$ cat src/rtl/rep_timer.sv
module rep_timer #(
  parameter int CW = 16,
  parameter int RW = 8
) (
  input  logic          clk,
  input  logic          rst_n,
  input  logic          cfg_en,
  input  logic [CW-1:0] cfg_load,
  input  logic [CW-1:0] cfg_cmp,
  input  logic [RW-1:0] cfg_rep,
  input  logic [3:0]    cfg_ien,
  input  logic          clr_we,
  input  logic [3:0]    clr_data,
  output logic          ev_zero,
  output logic          ev_load,
  output logic          ev_cmp,
  output logic          ev_repz,
  output logic [3:0]    status,
  output logic          irq,
  output logic [CW-1:0] cnt_o,
  output logic [RW-1:0] rep_o
);

  logic          run_q, ldf_q;
  logic [CW-1:0] cnt_q;
  logic [RW-1:0] rep_q;
  logic [3:0]    st_q;

  wire [RW:0] rep_inc = {1'b0, rep_q} + 1'b1;
  wire        wrap    = rep_inc >= {1'b0, cfg_rep};
  wire        floor   = run_q && (cnt_q == '0);
  wire        open_q  = (rep_q == '0);

  assign ev_zero = floor && open_q;
  assign ev_cmp  = run_q && (cnt_q == cfg_cmp) && open_q;
  assign ev_load = ldf_q && open_q;
  assign ev_repz = floor && wrap;

  wire [3:0] evs = {ev_repz, ev_cmp, ev_load, ev_zero};
  wire [3:0] clr = clr_we ? clr_data : 4'b0;

  always_ff @(posedge clk or negedge rst_n) begin
    if (!rst_n) begin
      run_q <= 1'b0;
      ldf_q <= 1'b0;
      cnt_q <= '0;
      rep_q <= '0;
    end else if (!cfg_en || !run_q) begin
      run_q <= cfg_en;
      ldf_q <= 1'b0;
      cnt_q <= cfg_load;
      rep_q <= '0;
    end else if (cnt_q == '0) begin
      ldf_q <= 1'b1;
      cnt_q <= cfg_load;
      rep_q <= wrap ? '0 : rep_inc[RW-1:0];
    end else begin
      ldf_q <= 1'b0;
      cnt_q <= cnt_q - 1'b1;
    end
  end

  always_ff @(posedge clk or negedge rst_n) begin
    if (!rst_n) st_q <= '0;
    else        st_q <= (st_q & ~clr) | evs;
  end

  assign status = st_q;
  assign irq    = |(st_q & cfg_ien);
  assign cnt_o  = cnt_q;
  assign rep_o  = rep_q;

  p_dec_r1: assert property (@(posedge clk) disable iff (!rst_n)
    (run_q && cfg_en && cnt_q != '0) |=> (cnt_q == $past(cnt_q) - 1'b1));

  p_reload_r1: assert property (@(posedge clk) disable iff (!rst_n)
    (run_q && cfg_en && cnt_q == '0) |=> (cnt_q == $past(cfg_load)));

  p_stop_r2: assert property (@(posedge clk) disable iff (!rst_n)
    !cfg_en |=> (rep_q == '0 && !ev_zero && !ev_load && !ev_cmp && !ev_repz));

  p_wrap_r3: assert property (@(posedge clk) disable iff (!rst_n)
    ev_repz |=> (rep_q == '0));

  p_mask_r4: assert property (@(posedge clk) disable iff (!rst_n)
    (rep_q != '0) |-> (!ev_zero && !ev_cmp && !ev_load));

  p_sticky_r7: assert property (@(posedge clk) disable iff (!rst_n)
    ev_zero |=> status[0]);

endmodule

$ cat config.mk
export PLATFORM = sky130hd
export DESIGN_NAME = rep_timer
export DESIGN_NICKNAME = d
export VERILOG_FILES = /design/src/rtl/rep_timer.sv
export SDC_FILE = /design/constraint.sdc
export NUM_CORES = 1
export LEC_CHECK = 0
export BUFFER_PORTS_ARGS = -buffer_cell sky130_fd_sc_hd__buf_4
export CAP_MARGIN = 25
export CORE_MARGIN = 2
export CORE_UTILIZATION = 48
export CTS_CLUSTER_DIAMETER = 200
export DETAILED_ROUTE_END_ITERATION = 16
export PLACE_DENSITY = 0.78
export SYNTH_ARGS = -nofsm -noshare
export SYNTH_HDL_FRONTEND = slang
export SYNTH_SLANG_ARGS = --single-unit
$ cat constraint.sdc
create_clock -name clk -period 4.05 [get_ports clk]
set_clock_uncertainty 0.2 [all_clocks]
set_input_delay 1.0125 -clock clk [delete_from_list [all_inputs] [get_ports clk]]
set_output_delay 1.0125 -clock clk [all_outputs]
set_load 0.05 [all_outputs]
# After elaboration in Yosys (flattened, before gate mapping)

Cells that the tools add are included.
Widths: inputs -> output; s select.

Add/sub/neg operators: 2
Multipliers: 0
Div/mod/pow operators: 0
Order comparisons: 1
Equality and inequality tests: 1
Shift operators: 0
Mux-type cells: 8
Bitwise logic cells: 4
Reduce and logical (&&, ||, !) cells: 13

Operators by type and width:

| operator              | number |
|---|---|
| $mux 16               | 2 |
| $mux 8                | 3 |
| $eq 16x16->1          | 1 |
| $logic_not 16->1      | 1 |
| $sub 16x1->16 const B | 1 |
| $add 8x1->9 const B   | 1 |
| $ge 9x8->1            | 1 |
| $and 4x4->4           | 2 |
| $logic_not 8->1       | 1 |
| $logic_and 1x1->1     | 6 |
| $mux 4                | 1 |
| $not 4->4             | 1 |
| $or 4x4->4            | 1 |
| $reduce_or 4->1       | 1 |
| $logic_not 1->1       | 2 |
| $mux 1                | 2 |
| $reduce_bool 2->1     | 1 |
| $logic_or 1x1->1      | 1 |

Register bits after elaboration: 30
Bits in latches: 0
RAM bits: 0
Memory bits (read-only): 0
Input bits: 52
Output and inout port bits: 33
Logic and storage cells: 34
Memories: 0

# Depth between registers and ports, before layout

Depth in word-level cells: 5
Mapped depth: 12
Mapped depth without buffers: 11

# Least setup slack after synthesis

OpenSTA, ideal clock, no wires.

Path kind: register to output
Start point: register rep_q[0], in the netlist rep_o[0]
End point: output port ev_repz
Arrival: 3.206 ns
Data required time: 2.838 ns
Path slack: -0.368 ns
Cell stages (with the launch flop): 11
Path buffers: 0
Cell sequence: dfrtp_1 ha_1 nand3_1 nor2_1 nor2b_1 or2_1 ha_1 and3_1 nand3_1 o21a_1 a21oi_1

Cells in the longest elaborated chain, start to end: 3

RTL lines:

| element                | RTL line | RTL |
|---|---|---|
| from (decl)            | 26       | `logic [RW-1:0] rep_q;` |
| from (signal assigned) | 56       | `rep_q <= wrap ? '0 : rep_inc[RW-1:0];` |
| $add 8x1->9            | 29       | `wire [RW:0] rep_inc = {1'b0, rep_q} + 1'b1;` |
| $ge 9x8->1             | 30       | `wire wrap = rep_inc >= {1'b0, cfg_rep};` |
| $logic_and 1x1->1      | 37       | `assign ev_repz = floor && wrap;` |
| to (decl)              | 17       | `output logic ev_repz,` |

Every way passes these cells.

# Final worst setup path

Start point: register rep_q[1], in the netlist rep_o[1]
End point: output port ev_repz

The elaborated chain is that of the path after synthesis.

==> impl_metrics.csv <==
group,metric,value,unit
outcome,result_of_the_run,"finished clean",
cts,numCtsBuffers,5,
detailed_routing,route.detailed.drc,0,
critical_path,worst-r2r-setup-slack,1010,ps
cts,htree_levels,2,
floorplanning,dieArea,4789,sq um
hold_path,hold_crit_depth,1,
critical_path,cp_max_fo,5,
layout,inserted_diodes,0,
detailed_routing,avgRoutedWirePerCell,14.34,um
detailed_routing,firstDrtPassIters,4,
detailed_routing,drt_iter0_drc,129,
sta,fin_crit_sh,0.9597,
global_routing,global_route.overflow_total,0,
placed_design,io_buffer_count,84,
floorplanning,die_y,69.21,um
detailed_routing,via_per_inst,5.298,
cts,cts_clock_pin_slew_for_the_worst_setup_and_hold_paths,60,ps
power,cellPowerDensity,277.4,nW/um^2
sta,worst-slew-pin-transition,971.4,ps
layout,area.growth.synth_to_final,38.63,%
floorplanning,std_cell_rows,23,
power,total_leakage_power,1.424,nW
sta,layout_min_cycle_time,3887,ps
layout,fin_util,0.6972,
floorplanning,die_x,69.21,um
critical_path,cp_max_stage_cell,"sky130_fd_sc_hd__dfrtp_2",
cts,holdBufCountCts,0,
layout,post_route_cells_drive_above_1_share,0.3355,
layout,layout.nets,375,
sta,setup_viol,0,
floorplanning,start_util,0.5029,
global_routing,maximum_number_of_pins_on_one_net_before_global_route_repair,31,
synthesis,synthTopCellsByArea,"sky130_fd_sc_hd__dfrtp_1 37%, sky130_fd_sc_hd__xor2_1 7.3%, sky130_fd_sc_hd__ha_1 6.7%",
synthesis,largest_area_contributor_in_the_netlist,"sky130_fd_sc_hd__dfrtp_1",
critical_path,worstSetupPathType,"reg2out",
cts,cts.path.max_buffers,2,
cts,numClockSinks,30,
critical_path,critical_path.reg2reg.startpoint,"rep_o[1]$_DFFE_PN0P_",
floorplanning,core-area,4058,sq um
global_routing,global_route.usage.total,0.2276,
sta,maxSlewHeadroom,0.3511,
synthesis,syn_inst,228,
layout,multi_input_area,1225,sq um
critical_path,crit_required,2840,ps
critical_path,reg2regPathDepth,11,
critical_path,worst_path_largest_cell_delay,400,ps
cts,clock_latency_late_sink,280,ps
sta,achievable-frequency,257.3,MHz
sta,grt_setup_unrepaired,"no",
synthesis,edff_count_synth,0,
detailed_routing,detail_route.wirelength,5.204,mm
sta,report.final.slew_viol_count,0,
hold_path,hold_class,"reg2reg",
synthesis,syn-num-nets,291,
critical_path,crit-reg2reg-capture,"rep_o[2]$_DFFE_PN0P_",
cts,cts_tree,"done",
placed_design,gp_routability_congestion,0.8212,
synthesis,yosysMostFrequentCell,"sky130_fd_sc_hd__nand2_1",
floorplanning,num_io_pins,85,
critical_path,critical_path.endpoint_type,"primary output",
synthesis,ys_types,38,
synthesis,yosys_reg_bits,30,
placed_design,pre_cts_slack,253.3,ps
critical_path,timing.critical_path.cells,"ha_2 > nand3_2 > nor2_4 > nor2b_1 > or2_1 > ha_1 > a21o_1 > a21o_1 > a21oi_1 > a21oi_2 > buf_4",
synthesis,postSynthAreaPerCell,8.950,sq um
hold_path,min-delay-start,"status[3]$_DFF_PN0_",
layout,final_cell_count_no_fill,363,
placed_design,hpwlAfterDp,4.137,mm
synthesis,ys_seq_area_frac,0.3679,
critical_path,worst_setup_path_start_kind,"flop",
detailed_routing,vias,1923,
critical_path,timing.critical_path.arrival,2670,ps
synthesis,netlist_top_cells_count,"34 x sky130_fd_sc_hd__nand2_1, 30 x sky130_fd_sc_hd__dfrtp_1, 17 x sky130_fd_sc_hd__xor2_1",
power,power.ir.vdd_worst,235.6,uV
global_routing,grt_first_pass_wirelength,8.756,mm
layout,num-fill-cells,329,
synthesis,yosys_most_used_dff,"sky130_fd_sc_hd__dfrtp_1",
synthesis,synth_top_area_frac,0.3679,
global_routing,grt_pass1_vias,1816,
layout,area.sequential,752.0,sq um
hold_path,holdPathEnd,"status[3]$_DFF_PN0_",
sta,final_hold_viol_count,0,
global_routing,antenna_violations_before_repair,0,
cts,cts_setup_buffers,0,
flow_run,cap_violations,0,
placed_design,cell_count_after_placement,355,
cts,cts.repair.resized,1,
cts,clockRootBuffer,"sky130_fd_sc_hd__clkbuf_8",
synthesis,ys_async_sr_fraction,1.000,
detailed_routing,antenna_violating_nets_post_route,0,
sta,worst_slack,163.4,ps
critical_path,critical_path.most_common_cell,"sky130_fd_sc_hd__a21o_1",
critical_path,critPathLaunch,"rep_o[1]$_DFFE_PN0P_",
synthesis,ys.warnings.count,0,
synthesis,netlist_area,2041,sq um
[flip-flops by register name, summed over array words and instances, names as in the netlist]
| register | cells |
|---|---|
| ldf_q | 1 |
| status | 4 |
| cnt_o | 16 |
| rep_o | 8 |
| run_q | 1 |
[logic make-up after synthesis]
logic type | share of synthesized area
AND/OR/NAND/NOR | 0.2416
buffers and inverters | 0.04414
flip-flops | 0.3679
multiplexers | 0.004905
XOR/XNOR | 0.1373
AO/OA/AOI/OAI | 0.1367
adder cells (fa/ha/maj) | 0.06744
[cell type report]
class	count	share of cell area
flip-flops and latches	30	0.2658
inverters	14	0.01858
multi-input cells	175	0.4330
clock inverters	1	0.001769
clock buffers	7	0.03052
well taps	50	0.02211
repair buffers	86	0.2282
[power by group]
part / leakage [nW] / total, W / internal (W) / switching, W
Clock: 0.0482 / 0.000247 / 0.000137 / 0.000110
Sequential: 0.381 / 0.000347 / 0.000314 / 0.0000329
Combinational: 0.995 / 0.000191 / 0.0000841 / 0.000106
Total: 1.42 / 0.000785 / 0.000535 / 0.000250
[per-stage QoR]
stage	area, sq um	hold slack (ps)	TNS [ps]	power (W)
detailed placement	2721	304.5	0	0.0005440
global route	2829	342.6	0	0.0008205
CTS	2815	318.1	0	0.0007947
floorplan	2051	438.8	-92.33	0.0004604
global placement	2721	293.6	0	0.0005405
finish	2829	312.4	0	0.0007848
[worst max-delay path by stage]
stage | cells after the start | slack (ps) | end
after floorplan | 10 | -90 | ev_repz
after CTS | 11 | 6 | ev_repz
after detailed placement | 11 | 250 | ev_repz
final | 11 | 160 | ev_repz
after global routing | 11 | 2 | ev_repz
after global placement | 11 | 380 | ev_repz
[worst max-delay path: cells and delay by family (launching register included)]
family	cells	cell delay [ps]
compound gates	4	650
flops	1	400
simple gates	4	630
fa+ha+maj	2	530
buf+inv	1	190
[layer usage]
layer,GRT usage,vias to the layer above,part of all wire
met5,0,-,0
met4,0.09150,0,0.017
met3,0.04070,6,0.057
met2,0.3718,60,0.49
met1,0.2987,904,0.43
li1,-,953,-
[cell usage in the layout, fill, tap and decap left out, types with 2 or more instances in the layout]
master,n
sky130_fd_sc_hd__nand2_1,34
sky130_fd_sc_hd__and3_1,3
sky130_fd_sc_hd__a22oi_1,2
sky130_fd_sc_hd__nor4_1,4
sky130_fd_sc_hd__nor2_1,15
sky130_fd_sc_hd__nor4_4,2
sky130_fd_sc_hd__a32o_1,2
sky130_fd_sc_hd__a31oi_1,6
sky130_fd_sc_hd__xor2_1,17
sky130_fd_sc_hd__or4_1,2
sky130_fd_sc_hd__inv_1,14
sky130_fd_sc_hd__o21ai_1,16
sky130_fd_sc_hd__nor2b_1,2
sky130_fd_sc_hd__a21o_1,7
sky130_fd_sc_hd__nor3_1,4
sky130_fd_sc_hd__nor4_2,2
sky130_fd_sc_hd__and2_1,3
sky130_fd_sc_hd__ha_1,10
sky130_fd_sc_hd__nand3_1,10
sky130_fd_sc_hd__buf_4,86
sky130_fd_sc_hd__dfrtp_1,29
sky130_fd_sc_hd__xnor2_1,15
sky130_fd_sc_hd__clkbuf_8,6
No activity file was read; power rests on OpenSTA's default activity.
